[config.mk]
export PLATFORM = sky130hd
export DESIGN_NAME = mma_predictor
export DESIGN_NICKNAME = d
export VERILOG_FILES = /design/src/rtl/mma_pkg.sv /design/src/rtl/mma_ctrl.sv /design/src/rtl/mma_datapath.sv /design/src/rtl/mma_predictor.sv
export SDC_FILE = /design/constraint.sdc
export NUM_CORES = 2
export LEC_CHECK = 0
export CAP_MARGIN = 0
export CORE_MARGIN = 3
export CORE_UTILIZATION = 27
export CTS_CLUSTER_DIAMETER = 40
export DETAILED_ROUTE_END_ITERATION = 12
export GPL_TIMING_DRIVEN = 0
export HOLD_SLACK_MARGIN = 0.06
export PLACE_DENSITY_LB_ADDON = 0.2
export SLEW_MARGIN = 20
export SYNTH_ARGS = -nofsm -noshare
export SYNTH_HDL_FRONTEND = slang
export SYNTH_SLANG_ARGS = --single-unit
[constraint.sdc]
create_clock -name clk -period 5.5 [get_ports clk]
set_clock_uncertainty 0.05 [all_clocks]
set_input_delay 1.1 -clock clk [delete_from_list [all_inputs] [get_ports clk]]
set_output_delay 1.1 -clock clk [all_outputs]
set_load 0.02 [all_outputs]
[src/rtl/mma_pkg.sv]
package mma_pkg;
  // Strobes from control to datapath for one cycle
  typedef struct packed {
    logic histWe;   // push current miss into history queue
    logic trainWe;  // write the aged entry's table row
    logic pfLoad;   // capture lookup target into the request register
  } mmaStrobe_t;
endpackage

[src/rtl/mma_ctrl.sv]
module mma_ctrl
  import mma_pkg::*;
#(
  parameter int LOOKAHEAD = 30,
  localparam int PTR_W = (LOOKAHEAD > 1) ? $clog2(LOOKAHEAD) : 1,
  localparam int FILL_W = $clog2(LOOKAHEAD + 1)
) (
  input  logic             clk,
  input  logic             rstN,
  input  logic             missValid,
  input  logic             predHit,
  input  logic             pfReady,
  output mmaStrobe_t       strb,
  output logic [PTR_W-1:0] histPtr,
  output logic             pfValid
);
  localparam logic [FILL_W-1:0] FILL_MAX = FILL_W'(LOOKAHEAD);
  localparam logic [PTR_W-1:0]  PTR_LAST = PTR_W'(LOOKAHEAD - 1);

  logic [FILL_W-1:0] fillCnt;
  logic queueFull;
  logic slotFree;

  assign queueFull = (fillCnt == FILL_MAX);
  assign slotFree  = !pfValid || pfReady;

  always_comb begin
    strb.histWe  = missValid;
    strb.trainWe = missValid && queueFull;
    strb.pfLoad  = missValid && predHit && slotFree;
  end

  always_ff @(posedge clk) begin
    if (!rstN) begin
      fillCnt <= '0;
      histPtr <= '0;
    end else if (missValid) begin
      if (!queueFull) fillCnt <= fillCnt + 1'b1;
      histPtr <= (histPtr == PTR_LAST) ? '0 : histPtr + 1'b1;
    end
  end

  always_ff @(posedge clk) begin
    if (!rstN) pfValid <= 1'b0;
    else       pfValid <= strb.pfLoad | (pfValid & ~pfReady);
  end

  // A request can only appear as the result of a sampled miss
  assert_rise_after_miss_R1: assert property (@(posedge clk) disable iff (!rstN)
    $rose(pfValid) |-> $past(missValid));

  // Warm-up count moves only with misses
  assert_fill_hold_R3: assert property (@(posedge clk) disable iff (!rstN)
    (fillCnt != FILL_MAX && !missValid) |=> $stable(fillCnt));

  // Pending request is held until accepted
  assert_pending_hold_R7: assert property (@(posedge clk) disable iff (!rstN)
    (pfValid && !pfReady) |=> pfValid);
endmodule

[src/rtl/mma_datapath.sv]
module mma_datapath
  import mma_pkg::*;
#(
  parameter int ADDR_W = 26,
  parameter int INDEX_W = 6,
  parameter int TAG_W = 10,
  parameter int LOOKAHEAD = 30,
  localparam int PTR_W = (LOOKAHEAD > 1) ? $clog2(LOOKAHEAD) : 1
) (
  input  logic              clk,
  input  logic              rstN,
  input  logic [ADDR_W-1:0] missAddr,
  input  logic              realMiss,
  input  mmaStrobe_t        strb,
  input  logic [PTR_W-1:0]  histPtr,
  input  logic              pfValid,
  input  logic              pfReady,
  output logic              predHit,
  output logic [ADDR_W-1:0] pfAddr
);
  localparam int ROWS = 1 << INDEX_W;

  function automatic logic [INDEX_W-1:0] rowOf(input logic [ADDR_W-1:0] a);
    return a[INDEX_W-1:0] ^ a[2*INDEX_W-1:INDEX_W];
  endfunction

  function automatic logic [TAG_W-1:0] tagOf(input logic [ADDR_W-1:0] a);
    return a[2*INDEX_W +: TAG_W];
  endfunction

  logic [ADDR_W-1:0] histMem   [LOOKAHEAD];
  logic              rowValid  [ROWS];
  logic [TAG_W-1:0]  rowTag    [ROWS];
  logic [ADDR_W-1:0] rowTarget [ROWS];
  logic              rowFlag   [ROWS];

  logic [ADDR_W-1:0]  agedAddr;
  logic [INDEX_W-1:0] curRow;
  logic [INDEX_W-1:0] trainRow;

  assign agedAddr = histMem[histPtr];
  assign curRow   = rowOf(missAddr);
  assign trainRow = rowOf(agedAddr);
  assign predHit  = rowValid[curRow] && (rowTag[curRow] == tagOf(missAddr)) && rowFlag[curRow];

  always_ff @(posedge clk) begin
    if (!rstN) begin
      for (int i = 0; i < LOOKAHEAD; i++) histMem[i] <= '0;
    end else if (strb.histWe) begin
      histMem[histPtr] <= missAddr;
    end
  end

  always_ff @(posedge clk) begin
    if (!rstN) begin
      for (int i = 0; i < ROWS; i++) begin
        rowValid[i]  <= 1'b0;
        rowTag[i]    <= '0;
        rowTarget[i] <= '0;
        rowFlag[i]   <= 1'b0;
      end
    end else if (strb.trainWe) begin
      rowValid[trainRow]  <= 1'b1;
      rowTag[trainRow]    <= tagOf(agedAddr);
      rowTarget[trainRow] <= missAddr;
      rowFlag[trainRow]   <= realMiss;
    end
  end

  always_ff @(posedge clk) begin
    if (!rstN)            pfAddr <= '0;
    else if (strb.pfLoad) pfAddr <= rowTarget[curRow];
  end

  // Unaccepted request keeps its address, later predictions are dropped
  assert_addr_stable_R8: assert property (@(posedge clk) disable iff (!rstN)
    (pfValid && !pfReady) |=> $stable(pfAddr));
endmodule

[src/rtl/mma_predictor.sv]
module mma_predictor
  import mma_pkg::*;
#(
  parameter int ADDR_W = 26,
  parameter int INDEX_W = 6,
  parameter int TAG_W = 10,
  parameter int LOOKAHEAD = 30
) (
  input  logic              clk,
  input  logic              rstN,
  input  logic              missValid,
  input  logic [ADDR_W-1:0] missAddr,
  input  logic              realMiss,
  input  logic              pfReady,
  output logic              pfValid,
  output logic [ADDR_W-1:0] pfAddr
);
  localparam int PTR_W = (LOOKAHEAD > 1) ? $clog2(LOOKAHEAD) : 1;

  mmaStrobe_t       strb;
  logic [PTR_W-1:0] histPtr;
  logic             predHit;

  mma_ctrl #(.LOOKAHEAD(LOOKAHEAD)) uCtrl (
    .clk(clk), .rstN(rstN), .missValid(missValid), .predHit(predHit),
    .pfReady(pfReady), .strb(strb), .histPtr(histPtr), .pfValid(pfValid)
  );

  mma_datapath #(
    .ADDR_W(ADDR_W), .INDEX_W(INDEX_W), .TAG_W(TAG_W), .LOOKAHEAD(LOOKAHEAD)
  ) uData (
    .clk(clk), .rstN(rstN), .missAddr(missAddr), .realMiss(realMiss),
    .strb(strb), .histPtr(histPtr), .pfValid(pfValid), .pfReady(pfReady),
    .predHit(predHit), .pfAddr(pfAddr)
  );
endmodule

* After elaboration in Yosys (flattened, before gate mapping)
Memory sizes are Yosys's and may differ from the RTL's. A register that Yosys moved wholly into a read port is not among the register bits.
Index checks and enable logic that the tools add are counted.
** Storage, ports and cells
- Output and inout bits :: 27
- Input port bits :: 31
- Flip-flop bits (word level) :: 11
- Logic and storage cells :: 58
- Memory bits (writable) :: 3212
- Memories kept :: 5
** Cells by class
- Equality and inequality tests :: 3
- Bitwise gates (word level) :: 6
- Add/subtract/negate cells :: 2
- Reduce and logical (&&, ||, !) cells :: 14
- Muxes and demuxes :: 25
** Memory list
- uData.rowTarget :: words 64, bits a word 26, rd ports 1, clocked after Yosys merged registers in 1, write ports 64, RTL line mma_datapath.sv:34 : logic [ADDR_W-1:0] rowTarget [ROWS];
- uData.histMem :: words 30, bits a word 26, rd ports 1, clocked after Yosys merged registers in 1, write ports 30, RTL line mma_datapath.sv:31 : logic [ADDR_W-1:0] histMem [LOOKAHEAD];
- uData.rowTag :: words 64, bits a word 10, rd ports 1, clocked after Yosys merged registers in 0, write ports 64, RTL line mma_datapath.sv:33 : logic [TAG_W-1:0] rowTag [ROWS];
- uData.rowFlag :: words 64, bits a word 1, rd ports 1, clocked after Yosys merged registers in 0, write ports 64, RTL line mma_datapath.sv:35 : logic rowFlag [ROWS];
- uData.rowValid :: words 64, bits a word 1, rd ports 1, clocked after Yosys merged registers in 0, write ports 64, RTL line mma_datapath.sv:32 : logic rowValid [ROWS];
** Operator list (number)
- 2-to-1 mux 26 bit :: 2
- OR reduction 26 bit :: 2
- 2-to-1 mux 6 bit :: 4
- 2-to-1 mux 5 bit :: 4
- 2-to-1 mux 1 bit :: 14
- bitwise XOR 6 bit :: 2
- adder 5 x 1 -> 5 bit, second input constant :: 2
- equality test 10 bit :: 1
- equality test 5 bit, second input constant :: 2
- 2-to-1 mux 10 bit :: 1
- OR reduction 10 bit :: 1
- logical AND 1 bit :: 5
- zero test 1 bit :: 2
- NOT 1 bit :: 2
- AND reduction 2 bit :: 1
- OR reduction 1 bit :: 2
- AND 1 bit :: 1
- logical OR 1 bit :: 1
- OR 1 bit :: 1

* Logic depth before layout (Yosys ltp)
An unclocked memory read counts as a cell.
- Word-level depth :: 8
- Mapped depth :: 17

* Cells and area by module
Synthesis repeated with hierarchy kept, for this count alone.
** Unflattened totals
- Cells, all modules :: 9898
- Area total of the unflattened synthesis :: 142280.2 um^2
** Modules (own cells, without submodules)
- mma_datapath :: times used 1, area each 141733.4 um^2, cells an instance 9839
- mma_ctrl :: times used 1, area each 546.8 um^2, cells an instance 59

* Least setup slack after synthesis
OpenSTA, ideal clock, no wires.
- Kind :: register to register
- Start :: register (tool-made name)
- End :: memory uData.rowTag[14][0] (enable)
- Period minus slack after synthesis :: 4.542 ns
- Library setup time :: 0.394 ns
- Arrival time :: 4.098 ns
- Stages on the path, launching flop included :: 16
- Path slack :: 0.958 ns
- Data required time :: 5.056 ns
- Buffers on the path :: 6
- Path through :: dfxtp_1 buf_2 buf_2 buf_2 mux4_2 mux4_2 xnor2_1 nand2_1 o21a_1 nand2_1 nor3_1 buf_2 buf_4 nand2_2 buf_2 nand2_1
** RTL lines (RTL line)
- end: declaration :: mma_datapath.sv:33

* Worst setup path after layout
- Start :: input port missAddr[1]
- End :: register uData.pfAddr[14] (read register of uData.rowTarget)
** On the way
- Cells in the longest elaborated chain, start to end :: 7
- Elaborated cells between the ends (all ways) :: 9
- Classes of those cells :: 1 x eq/ne; 1 x bitwise; 4 x reduce/logical; 3 x memory
** RTL lines
- start: declaration :: RTL line mma_predictor.sv:12 : input logic [ADDR_W-1:0] missAddr,
- bitwise XOR 6 bit (*) :: RTL line mma_datapath.sv:24 : return a[INDEX_W-1:0] ^ a[2*INDEX_W-1:INDEX_W];
- memory (64 x 10 bit)
- equality test 10 bit :: RTL line mma_datapath.sv:44 : assign predHit = rowValid[curRow] && (rowTag[curRow] == tagOf(missAddr)) && rowFlag[curRow];
- logical AND 1 bit (2 in a row) :: RTL line mma_datapath.sv:44
- logical AND 1 bit (2 in a row) :: RTL line mma_ctrl.sv:30 : strb.pfLoad = missValid && predHit && slotFree;
- end: declaration :: RTL line mma_datapath.sv:19 : output logic [ADDR_W-1:0] pfAddr
Every way passes the cells marked *; elsewhere a longest branch is shown, timed or not.
A chain may end at the register's enable or synchronous reset.

==> impl_metrics.sql <==
INSERT INTO impl_metrics (metric_group, metric, value, unit) VALUES
('global_routing', 'overflow', '0', ''),
('sta', 'final.hold.worst_slack', '403', 'ps'),
('sta', 'slew_violations', '0', ''),
('drt', 'drc_errors_left', '0', ''),
('setup_path', 'critical-path-slowest-cell', 'sky130_fd_sc_hd__buf_2', ''),
('die', 'pin_count', '58', ''),
('setup_path', 'worst-path-buf-inv', '9', ''),
('status', 'failing_checks', 'negative setup slack', ''),
('global_routing', 'grt_max_degree', '37', ''),
('synth', 'synth-edff-count', '3008', ''),
('synth', 'yosysMostFrequentCell', 'sky130_fd_sc_hd__edfxtp_1', ''),
('cts', 'cts_tree', 'built', ''),
('pwr', 'powerDensity', '396', 'mW/mm²'),
('synth', 'postSynthRegisterBits', '3178', ''),
('drt', 'final_antenna_net_count', '0', ''),
('drt', 'drtPass1Iterations', '6', ''),
('die', 'floorplan_core_area', '0.523', 'mm²'),
('synth', 'post_synthesis_sequential_area_ratio', '66.0', '%'),
('global_routing', 'global_route_wire_length_before_repair', '844000', 'µm'),
('synth', 'yosys_top_cell_area_share', '63.6', '%'),
('layout', 'fin_util', '33.3', '%'),
('placement', 'post-dp-hpwl', '454000', 'µm'),
('synth', 'yosys_warn_count', '0', ''),
('layout', 'final_net_count', '9987', ''),
('cts', 'clockBufferDepth', '4', ''),
('sta', 'slew-limit-headroom', '15.1', '%'),
('global_routing', 'groute.usage.overall', '23.3', '%'),
('layout', 'final-seq-area', '0.0937', 'mm²'),
('pwr', 'totalPowerFinal', '69.0', 'mW'),
('cts', 'cts_bufs_inserted', '476', ''),
('placement', 'dpl-instance-area', '0.156', 'mm²'),
('layout', 'layout.cell_area.non_filler', '0.174', 'mm²'),
('setup_path', 'timing.critical_path.mode_cell', 'sky130_fd_sc_hd__mux4_2', ''),
('pwr', 'leakagePower', '66.3', 'nW'),
('layout', 'area.growth.synth_to_final', '22.5', '%'),
('setup_path', 'required', '6400', 'ps'),
('sta', 'finalHoldViolCount', '0', ''),
('sta', 'timing.fmax', '178', 'MHz'),
('sta', 'finalCritPeriodShare', '102', '%'),
('worst_hold_path', 'worst_hold_path_type', 'reg2reg', ''),
('synth', 'netlist_instances', '9274', ''),
('setup_path', 'critPathTopFamily', 'buffers and inverters', ''),
('synth', 'share_of_synthesized_flip_flops_with_an_asynchronous_set_or_reset', '0', '%'),
('global_routing', 'grt_antenna_before_repair', '70', ''),
('sta', 'final_worst_setup_slack', '-129', 'ps'),
('die', 'design.die.area', '0.535', 'mm²'),
('setup_path', 'crit_arrival', '6530', 'ps'),
('synth', 'leading_cell_types_by_count_after_synthesis', '3008 x sky130_fd_sc_hd__edfxtp_1, 1618 x sky130_fd_sc_hd__and3_1, 904 x sky130_fd_sc_hd__mux4_2, 826 x sky130_fd_sc_hd__clkbuf_1, 769 x sky130_fd_sc_hd__nor2_1', ''),
('layout', 'num-fill-cells', '50700', ''),
('cts', 'clkLatencyLatePin', '1060', 'ps'),
('sta', 'setup-violations-final', '22', ''),
('setup_path', 'worst-path-max-fanout', '10', ''),
('die', 'num_rows', '265', ''),
('cts', 'cts.hold.buffers_added', '0', ''),
('drt', 'number_of_drc_markers_in_iteration_0', '15000', ''),
('synth', 'synth_largest_area_cell', 'sky130_fd_sc_hd__edfxtp_1', ''),
('drt', 'via_per_inst', '5.45', ''),
('sta', 'rsz_0062_raised_after_global_routing', 'true', ''),
('synth', 'mappedNetlistNets', '9311', ''),
('setup_path', 'timing.setup.critical_path_class', 'in2reg', ''),
('setup_path', 'start_kind', 'input pin', ''),
('drt', 'routed_wire_length_per_instance', '36.7', 'µm'),
('pwr', 'vdd.ir_drop.worst', '0.316', 'mV'),
('die', 'die_span_in_x', '731', 'µm'),
('die', 'start_util', '27.2', '%'),
('setup_path', 'crit_path_max_incr_delay', '710', 'ps'),
('sta', 'worst-slew-pin-transition', '1270', 'ps'),
('synth', 'ys.flop_type', 'sky130_fd_sc_hd__edfxtp_1', ''),
('status', 'status', 'finished with violations', ''),
('synth', 'synth.avg_cell_area', '15.3', 'µm²'),
('cts', 'htreeDepth', '5', '');
==> path summary, 6_finish.rpt <==
| path | start | endpoint | slack, ps | cells past startpoint |
|---|---|---|---|---|
| max reg2reg | register | uData.rowTarget[49][13]$_SDFFCE_PN0P_ | -10 | 13 |
| min reg2reg | uData.rowValid[4]$_DFF_P_ | uData.rowValid[4]$_DFF_P_ | 400 | 2 |
| max | missAddr[1] | uData.pfAddr[14]$_SDFFE_PN0P_ | -130 | 15 |
| min | uData.rowValid[4]$_DFF_P_ | uData.rowValid[4]$_DFF_P_ | 400 | 2 |
==> state kept, by name, summed over array words and instances (netlist names), named ones only <==
| name | flops |
|---|---|
| uData.rowValid | 64 |
| uCtrl.histPtr | 5 |
| uData.rowTag | 640 |
| uData.rowFlag | 64 |
| uCtrl.fillCnt | 5 |
| uData.histMem | 704 |
| uData.pfAddr | 26 |
| uData.rowTarget | 1664 |
| uCtrl.pfValid | 1 |
==> tightest hold or removal path, stage by stage, from the launching register on <==
cell and delay [ps]:
sky130_fd_sc_hd__dfxtp_1 310, sky130_fd_sc_hd__nand2_1 60, sky130_fd_sc_hd__nand2_1 40
==> routing by layer <==
metal  vias to the layer above  GRT usage [%]  share of wire, %  wire [µm]
met3                      1235           5.11                10      63400
li1                      36900              -                 -          -
met4                         8           12.6               6.4      40400
met5                         -              0            0.0082         52
met2                      5966           35.8                45     285000
met1                     50400           30.7                39     247000
==> kinds of logic (layout without fill, tap and decap cells) <==
logic type,after synthesis,count (layout),synth area share [%]
flops,3178,3178,66.0
mux,1036,1036,15.3
buf+inv,1110,2207,3.34
other cells,0,37,0
compound gates,174,174,0.870
xor+xnor,46,46,0.334
simple gates,3724,3724,14.1
fa+ha+maj,6,6,0.0528
==> where the power goes <==
part | switching (mW) | internal (mW) | leakage, nW | total [mW]
clock network | 12.6 | 20.1 | 8.22 | 32.7
logic | 6.42 | 2.50 | 25.7 | 8.92
registers | 0.210 | 27.2 | 32.4 | 27.4
==> cell usage in the layout, fill, tap and decap left out, types with 22 or more instances in the layout <==
| cell | count |
|---|---|
| sky130_fd_sc_hd__o21ai_0 | 22 |
| sky130_fd_sc_hd__buf_4 | 77 |
| sky130_fd_sc_hd__nand4_1 | 22 |
| sky130_fd_sc_hd__bufinv_16 | 78 |
| sky130_fd_sc_hd__and3_1 | 1618 |
| sky130_fd_sc_hd__buf_2 | 143 |
| sky130_fd_sc_hd__nor3_1 | 50 |
| sky130_fd_sc_hd__diode_2 | 37 |
| sky130_fd_sc_hd__clkbuf_1 | 733 |
| sky130_fd_sc_hd__xnor2_1 | 23 |
| sky130_fd_sc_hd__nor2_1 | 759 |
| sky130_fd_sc_hd__inv_6 | 51 |
| sky130_fd_sc_hd__nand3_1 | 79 |
| sky130_fd_sc_hd__dfxtp_1 | 170 |
| sky130_fd_sc_hd__clkinvlp_4 | 61 |
| sky130_fd_sc_hd__clkbuf_2 | 109 |
| sky130_fd_sc_hd__and2_1 | 637 |
| sky130_fd_sc_hd__clkinv_4 | 48 |
| sky130_fd_sc_hd__buf_12 | 50 |
| sky130_fd_sc_hd__edfxtp_1 | 3008 |
| sky130_fd_sc_hd__buf_6 | 38 |
| sky130_fd_sc_hd__clkbuf_16 | 484 |
| sky130_fd_sc_hd__mux4_2 | 904 |
| sky130_fd_sc_hd__o21ai_4 | 31 |
| sky130_fd_sc_hd__clkinv_1 | 40 |
| sky130_fd_sc_hd__nand2_1 | 430 |
| sky130_fd_sc_hd__nand2_8 | 30 |
| sky130_fd_sc_hd__buf_16 | 85 |
| sky130_fd_sc_hd__nand2_4 | 34 |
| sky130_fd_sc_hd__clkinv_2 | 64 |
| sky130_fd_sc_hd__nand2_2 | 24 |
| sky130_fd_sc_hd__mux2i_1 | 111 |
| sky130_fd_sc_hd__clkdlybuf4s50_1 | 38 |
==> cell type report <==
cell class,count,area share [%]
Sequential cell,3178,53.9
Tap cell,6942,4.99
Timing Repair Buffer,205,2.25
Multi-Input combinational cell,4986,25.9
Inverter,6,0.0129
Buffer,1097,3.08
Clock buffer,523,7.09
Antenna cell,37,0.0532
Clock inverter,376,2.78
==> repair_timing <==
item	4_1_cts	5_1_grt
endpoints found under the setup margin	4763	977
pin swaps	6	2
hold endpoints to repair	0	0
resized for setup	219	57
buffers inserted	8	7
Power figures use the tool's default switching activity.
